## src/rtl/serial_chan_latch.sv

```systemverilog
module serial_chan_latch #(
  parameter int NCH         = 4,
  parameter int SYNC_STAGES = 2
) (
  input  logic           clk,
  input  logic           por_n,
  input  logic           sclk,
  input  logic           sdin,
  input  logic           latch,
  input  logic           clr,
  input  logic           en_n,
  input  logic [NCH-1:0] fault,
  input  logic           shutdown,
  output logic           sdout,
  output logic [NCH-1:0] ch_on
);
  localparam int PIPE = SYNC_STAGES + 1;

  logic [PIPE-1:0] sclk_p, latch_p, din_p;
  logic [NCH-1:0]  hold, stage;
  logic            sclk_rise, latch_rise, din_s;

  always_ff @(posedge clk or negedge por_n)
    if (!por_n) begin
      sclk_p  <= '0;
      latch_p <= '0;
      din_p   <= '0;
    end else begin
      sclk_p  <= {sclk_p[PIPE-2:0], sclk};
      latch_p <= {latch_p[PIPE-2:0], latch};
      din_p   <= {din_p[PIPE-2:0], sdin};
    end

  assign sclk_rise  = sclk_p[PIPE-2] & ~sclk_p[PIPE-1];
  assign latch_rise = latch_p[PIPE-2] & ~latch_p[PIPE-1];
  assign din_s      = din_p[PIPE-2];

  always_ff @(posedge clk or negedge por_n)
    if (!por_n) begin
      hold  <= '0;
      stage <= '0;
      sdout <= 1'b0;
    end else if (clr) begin
      hold  <= '0;
      stage <= '0;
      sdout <= 1'b0;
    end else begin
      if (sclk_rise) begin
        hold  <= {hold[NCH-2:0], din_s};
        sdout <= hold[NCH-1];
      end
      if (latch_rise) stage <= hold;
    end

  assign ch_on = stage & ~fault & {NCH{~(en_n | shutdown)}};
endmodule


```

## config.mk

```make
export PLATFORM = sky130hd
export DESIGN_NAME = serial_chan_latch
export DESIGN_NICKNAME = d
export VERILOG_FILES = /design/src/rtl/serial_chan_latch.sv
export SDC_FILE = /design/constraint.sdc
export NUM_CORES = 1
export LEC_CHECK = 0
export ABC_CLOCK_PERIOD_IN_PS = 1300
export BUFFER_PORTS_ARGS = -buffer_cell sky130_fd_sc_hd__buf_2
export CELL_PAD_IN_SITES_DETAIL_PLACEMENT = 0
export CELL_PAD_IN_SITES_GLOBAL_PLACEMENT = 1
export CORE_MARGIN = 2
export CORE_UTILIZATION = 39
export DETAILED_ROUTE_END_ITERATION = 10
export GPL_TIMING_DRIVEN = 0
export PLACE_DENSITY_LB_ADDON = 0.3
export SYNTH_ARGS = -nofsm -noshare
export SYNTH_HDL_FRONTEND = slang
export SYNTH_SLANG_ARGS = --single-unit
```

## constraint.sdc

```tcl
create_clock -name clk -period 1.3 [get_ports clk]
set_clock_uncertainty 0.15 [all_clocks]
set_input_delay 0.13 -clock clk [delete_from_list [all_inputs] [get_ports clk]]
set_output_delay 0.13 -clock clk [all_outputs]
set_load 0.005 [all_outputs]
```

==> key figures, run 1 <==
Status
  – Result of the run: finished, final reports clean

Die
  – Number of rows created at floorplan: 14
  – Floorplan die area: 0.00205 mm2
  – Die Span X: roughly 45 um
  – Standard cell core area: 0.00154 mm2
  – Height of the die: 45.2 um
  – Initial standard-cell utilization of the core: 0.430
  – I/O pin count: 17

Clocking
  – Number of buffers on the longest clock path: 2
  – Buffer cell driving the clock tree root: sky130_fd_sc_hd__clkbuf_4
  – Clock transition at the registers of the reported paths: 90 ps
  – CTS buffer count: 3
  – Clock latency on the worst-skew pair: 280 ps
  – Level count of the clock H-tree: 1
  – CTS tree: built
  – Number of clock sinks seen by CTS: 17

Synthesis
  – Cell area after synthesis: 663 um2
  – Top area cells in the synthesized netlist: sky130_fd_sc_hd__dfrtp_1 (64%), sky130_fd_sc_hd__mux2i_1 (12%), sky130_fd_sc_hd__nand2b_1 (8.5%), sky130_fd_sc_hd__nor4b_1 (5.3%), sky130_fd_sc_hd__buf_6 (3.4%)
  – Synth Net Count: 56
  – Ys Warns: 0
  – Yosys top cell by area: sky130_fd_sc_hd__dfrtp_1
  – Share of synthesized cell area in and, or, nand and nor gates: 0.196
  – Area fraction in compound gates after synthesis: 0.00755
  – Synthesized instance count: 44
  – Mean area per synthesized cell: 15.1 um2
  – Synth cell count leaders: sky130_fd_sc_hd__dfrtp_1 (17), sky130_fd_sc_hd__nand2b_1 (9), sky130_fd_sc_hd__mux2i_1 (8), sky130_fd_sc_hd__nor4b_1 (4), sky130_fd_sc_hd__buf_6 (2)
  – Part of the Yosys area used for sequential elements: 0.642
  – Post-synthesis async set-or-reset flop share: 1.00
  – XOR/XNOR share of the synthesized area: 0
  – Seq cells post-synth: 17
  – Synth top area share: 0.642
  – Count of unique library cells instantiated by Yosys: 9
  – Main synth FF type: sky130_fd_sc_hd__dfrtp_1
  – Post-synth EDFFs: 0
  – Largest family of logic cells by synthesized area: simple AND/OR/NAND/NOR gates
  – Multiplexer area fraction after synthesis: 0.121
  – Adder-cell share of the synthesized area: 0
  – Library cell with the highest instance count after synthesis: sky130_fd_sc_hd__dfrtp_1

Setup path
  – Worst stage delay on the critical path: 350 ps
  – Worst Setup Start Kind: flip-flop
  – Kind of capture point of the worst setup path: output port
  – Maximum fanout encountered on the critical timing path: 2
  – Crit-path cells: nor4b_2, buf_2
  – Kind of cell with the highest combined delay on the critical path: flip-flops
  – Crit path buf inv count: 1
  – Critical path type: reg2out
  – Data arrival time of the worst path: 970 ps
  – Standard cell with the maximum stage delay on the critical path: sky130_fd_sc_hd__dfrtp_1
  – Required time worst endpoint: 1020 ps

Global routing
  – Total GRT Usage: 0.129
  – First-pass GRT wire length: ~1800 um
  – Number of global-route vias before repair: 437
  – Maximum number of pins on one net before global-route repair: 18
  – Number of antenna violations at the first check in global routing: 0
  – Grt total ovfl: 0

Routing
  – Number of design-rule violations left by the first detailed-router iteration: 1
  – Post-route antenna net violation count: 0
  – Routed length per instance: 11.8 um
  – Post-detailed-route via-to-cell ratio: between 4 and 5
  – Total iterations of the first detailed-routing run: 3
  – Vias: about 420
  – Residual DRC count: 0
  – Final Routed Wirelength: 1020 um

Placement
  – Placement Cell Area: 763 um2
  – Quantity of I/O buffers inserted on ports: 16
  – HPWL reported at the end of detailed placement: 680 um
  – Final weighted congestion of routability-driven global placement: around 0.66

Timing
  – Hold_ws: 68.9 ps
  – Max Clk Rate: 802 MHz
  – Number of max-slew violations in the final report: 0
  – RSZ-0062 raised after global routing: true
  – Max-Slew Margin vs Limit: 0.760
  – Clock period minus worst slack: 1250 ps
  – Least-Margin Pin Slew: 360 ps
  – Final number of setup-violating endpoints: 0
  – Final hold violation count: 0
  – Final worst-path cycle share: 0.959

Final layout
  – Fraction of layout cells with a size suffix above 1: 0.429
  – N_diodes: 0
  – Final nets: 83
  – Area growth, synth to finish: 31.3%
  – Cell area after layout: 871 um2
  – Filler Cells Inserted: 131

Pwr
  – Power Density: 1030 mW/mm2
  – Worst-case vdd ir drop: 0.651 mV
  – Pleak: 0.428 nW

Run
  – Number of max-capacitance violations reported: 0

Worst hold path
  – Hold Path Class: in2reg
## flip-flops by register name, indices dropped and copies added (netlist names)
name,flops
hold,4
din_p,2
latch_p,3
sdout,1
stage,4
sclk_p,3
## metrics by stage
| step | TNS, ps | power (mW) | instances | util | setup WS, ps |
|---|---|---|---|---|---|
| 4_1_cts | 0 | 0.912 | 84 | 0.555 | 26.8 |
| 3_5_place_dp | 0 | 0.625 | 76 | 0.495 | 259 |
| 6_report | 0 | 0.896 | 86 | 0.565 | 53.8 |
| 2_1_floorplan | 0 | 0.590 | 44 | - | 313 |
| 3_3_place_gp | 0 | 0.624 | 76 | 0.495 | 269 |
| 5_1_grt | -2.96 | 0.944 | 86 | 0.565 | -2.96 |
## cell type report
type	count	area, um2	share of cell area
timing repair buffer	22	135	0.155
clock buffer	3	22.5	0.0259
multi-input combinational	25	240	0.276
tap	16	20.0	0.0230
buffer	2	22.5	0.0259
sequential	17	425	0.489
clock inverter	1	5.00	0.00575
## timing repair
action,4_1_cts,5_1_grt
buffers inserted,0,2
hold endpoints to repair,20,0
gates resized for setup,4,0
hold buffers,4,0
endpoints found under the setup margin,4,2
## placed cells by master (no fill, tap or decap), drive strengths merged
| cell type | count |
|---|---|
| buf | 20 |
| dfrtp | 17 |
| nand2b | 10 |
| mux2i | 8 |
| nor4b | 4 |
| dlygate4sd3 | 4 |
| clkbuf | 3 |
| nor2b | 1 |
| nand4bb | 1 |
| o21ai | 1 |
| clkinv | 1 |
## kinds of logic (layout without fill, tap and decap cells)
family                 count (synthesis)  count (layout)
buffers and inverters                  2              28
AO/OA/AOI/OAI                          1               1
AND/OR/NAND/NOR                       16              16
flip-flops                            17              17
multiplexers                           8               8
## worst register-to-register path, delay by kind of cell, from the launching register on
kind	cells	cell delay, ps
flip-flops	1	380
buffers and inverters	1	120
AND/OR/NAND/NOR	1	150
multiplexers	1	190
## final timing paths
kind | startpoint | endpoint | slack, ps | cells after the start
max in group asynchronous | por_n | latch_p[0] | 610 | 2
min in group asynchronous | por_n | hold[3] | 130 | 2
hold / removal | clr | sdout | 70 | 3
setup / recovery | stage[2] | ch_on[2] | 50 | 2
hold reg to reg | sclk_p[0] | sclk_p[1] | 200 | 0
setup reg to reg | sclk_p[1] | hold[3] | 240 | 3
## routing by layer
layer	up-vias	global-route usage	share of wire
met5	-	0	0
met4	0	0.0706	0
met3	0	0.0360	0.068
met2	14	0.211	0.48
met1	200	0.152	0.45
li1	202	-	-
## power by group
part / internal (mW) / total (mW) / switching, mW
logic: 0.0426 / 0.0755 / 0.0330
clock network: 0.114 / 0.270 / 0.156
registers: 0.544 / 0.551 / 0.00695
total: 0.701 / 0.896 / 0.196
(Power assumes the default switching activity.)
==> run 2: changes to the inputs <==
--- a/config.mk
+++ b/config.mk
@@ -7,10 +7,8 @@
 export LEC_CHECK = 0
 export ABC_CLOCK_PERIOD_IN_PS = 1300
 export BUFFER_PORTS_ARGS = -buffer_cell sky130_fd_sc_hd__buf_2
-export CELL_PAD_IN_SITES_DETAIL_PLACEMENT = 0
-export CELL_PAD_IN_SITES_GLOBAL_PLACEMENT = 1
 export CORE_MARGIN = 2
-export CORE_UTILIZATION = 39
+export CORE_UTILIZATION = 48
 export DETAILED_ROUTE_END_ITERATION = 10
 export GPL_TIMING_DRIVEN = 0
 export PLACE_DENSITY_LB_ADDON = 0.3
==> run 2 against run 1 <==
  * Critical path type unchanged
  * Clock-buffer cell count grew 1
  * Utilization rose by 9.9 points
  * Maximum frequency is 1.1% lower
  * Critical path depth did not move
==> key figures, run 2 (synthesized netlist as in run 1, its figures left out) <==
Timing
  – RSZ-0062 raised after global routing: true
  – Number of max-slew violations in the final report: 0 (unchanged)
  – Max-Slew Margin vs Limit: 0.762 (+0.00263)
  – Max Clk Rate: 793 MHz (-1.1%)
  – Least-Margin Pin Slew: 356 ps (-3.94 ps)
  – Final number of setup-violating endpoints: 0 (unchanged)
  – Final WS setup: 39.4 ps (-14.5 ps)
  – Clock period minus worst slack: 1260 ps (+14.5 ps)
  – Hold_ws: 67.1 ps (-1.75 ps)
  – Final hold violation count: 0 (unchanged)
  – Final worst-path cycle share: 0.970 (+0.0111)

Final layout
  – Leading registers by flop count: hold (4), stage (4)
  – Area growth, synth to finish: 30.4%
  – Post-layout utilization of the core: 0.664 (+0.0995)
  – Most common cell after layout, fill and taps aside: sky130_fd_sc_hd__dfrtp_1
  – Fraction of layout cells with a size suffix above 1: 0.382 (-0.0462)
  – Top library cells by usage in the layout, fill and taps aside: sky130_fd_sc_hd__dfrtp_1 (17), sky130_fd_sc_hd__buf_2 (16), sky130_fd_sc_hd__nand2b_1 (9)
  – Final nets: 81 (-2.4%)
  – N_diodes: 0 (unchanged)
  – Cell area after layout: 865 um2 (-0.72%)
  – Filler Cells Inserted: 106 (-19%)

Die
  – I/O pin count: 17 (unchanged)
  – Standard cell core area: 0.00130 mm2 (-16%)
  – Height of the die: 41.2 um (-9.0%)
  – Floorplan die area: 0.00169 mm2 (-17%)
  – Initial standard-cell utilization of the core: 0.510 (+0.0794)
  – Number of rows created at floorplan: 13 (-1)
  – Die Span X: 41.2 um (-9.0%)

Placement
  – DP Worst Slack: 248 ps (-11.0 ps)
  – Final weighted congestion of routability-driven global placement: 0.681 (+2.9%)
  – Quantity of I/O buffers inserted on ports: 16 (unchanged)
  – Placement Cell Area: 762 um2 (-0.16%)

Setup path
  – Critical path type: reg2out
  – Required time worst endpoint: 1020 ps (about the same)
  – Launching element of the worst setup path: stage[1]
  – Worst Setup Start Kind: flip-flop
  – Depth of the worst register-to-register path: 3 (unchanged)
  – Reg-to-Reg End: hold[1]
  – Data arrival time of the worst path: 980 ps (about the same)
  – Maximum fanout encountered on the critical timing path: 2 (unchanged)
  – Kind of capture point of the worst setup path: output port
  – Crit-path cells: nor4b_1, buf_2
  – FF-to-FF setup slack: 240 ps (about the same)
  – Worst stage delay on the critical path: 350 ps (about the same)
  – Standard cell with the maximum stage delay on the critical path: sky130_fd_sc_hd__dfrtp_1
  – End of the critical path: ch_on[1]
  – Critical register-to-register path startpoint: sclk_p[2]

Clocking
  – CTS buffer count: 3 (unchanged)
  – Number of buffers on the longest clock path: 2 (unchanged)
  – CTS tree: built
  – Number of clock sinks seen by CTS: 17 (unchanged)
  – Clock transition at the registers of the reported paths: 90 ps (about the same)
  – Level count of the clock H-tree: 1 (unchanged)
  – Clock latency on the worst-skew pair: 270 ps (about the same)
  – Buffer cell driving the clock tree root: sky130_fd_sc_hd__clkbuf_4

Routing
  – Post-detailed-route via-to-cell ratio: 4.93 (+1.9%)
  – Total iterations of the first detailed-routing run: 2 (-1)
  – Post-route antenna net violation count: 0 (unchanged)
  – Final Routed Wirelength: 1010 um (-0.89%)
  – Routed length per instance: 12.1 um (+2.7%)
  – Residual DRC count: 0 (unchanged)
  – Vias: 409 (-1.7%)
  – Number of design-rule violations left by the first detailed-router iteration: 3 (+2)

Global routing
  – Grt total ovfl: 0 (unchanged)
  – Maximum number of pins on one net before global-route repair: 18 (unchanged)
  – Number of antenna violations at the first check in global routing: 0 (unchanged)
  – Total GRT Usage: 0.144 (+0.0151)
  – Number of global-route vias before repair: 384 (-12%)
  – First-pass GRT wire length: 1520 um (-17%)

Status
  – Result of the run: finished, final reports clean

Worst hold path
  – Hold Path Class: in2reg

Run
  – Number of max-capacitance violations reported: 0 (unchanged)

Pwr
  – Pleak: 0.419 nW (-2.0%)
  – Power Density: 1030 mW/mm2 (+0.27%)
  – Worst-case vdd ir drop: 0.815 mV (+25%)
## run 2: metrics by stage
stage,TNS [ps],power (mW),instances
floorplan,0,0.590,44
detailed placement,0,0.625,75
global placement,0,0.624,75
finish,0,0.892,83
CTS,0,0.904,83
global route,-109,0.940,83
## run 2: layout make-up
| class | instances | area, um2 | area share |
|---|---|---|---|
| multi-input cells | 25 | 251 | 0.291 |
| clock buffers | 4 | 26.3 | 0.0304 |
| flip-flops and latches | 17 | 425 | 0.492 |
| repair buffers | 20 | 120 | 0.139 |
| well taps | 15 | 18.8 | 0.0217 |
| plain buffers | 2 | 22.5 | 0.0260 |
## run 2: what timing repair did
action | 4_1_cts | 5_1_grt
endpoints found under the hold margin | 20 | 0
buffers inserted | 0 | 0
hold buffers | 4 | 0
setup endpoints to repair | 1 | 4
resized for setup | 1 | 4
## run 2: worst min-delay path by stage
stage	start	end	slack, ps	cells after the start
global placement	por_n	latch_p[2]	-90	1
CTS	clr	sdout	50	3
global route	clr	stage[3]	80	3
detailed placement	por_n	latch_p[1]	-90	1
floorplan	por_n	din_p[0]	-320	0
finish	clr	sdout	70	3
## run 2: report_power, final
group | internal (mW) | total (mW) | switching (mW) | leakage [nW]
sequential | 0.544 | 0.552 | 0.00778 | 0.218
combinational | 0.0425 | 0.0784 | 0.0358 | 0.186
clock | 0.119 | 0.262 | 0.143 | 0.0150
## run 2: per-layer routing
metal / wire [um] / GRT usage / part of all wire
met1: 445 / 0.179 / 0.44
met5: 0 / 0 / 0
met2: 505 / 0.223 / 0.50
met4: 0 / 0.0726 / 0
met3: 56 / 0.0489 / 0.056
## run 2: worst max-delay path, delay by kind of cell, from the launching register on
| family | cells | cell delay [ps] |
|---|---|---|
| flops | 1 | 350 |
| simple gates | 1 | 200 |
| buf+inv | 1 | 150 |
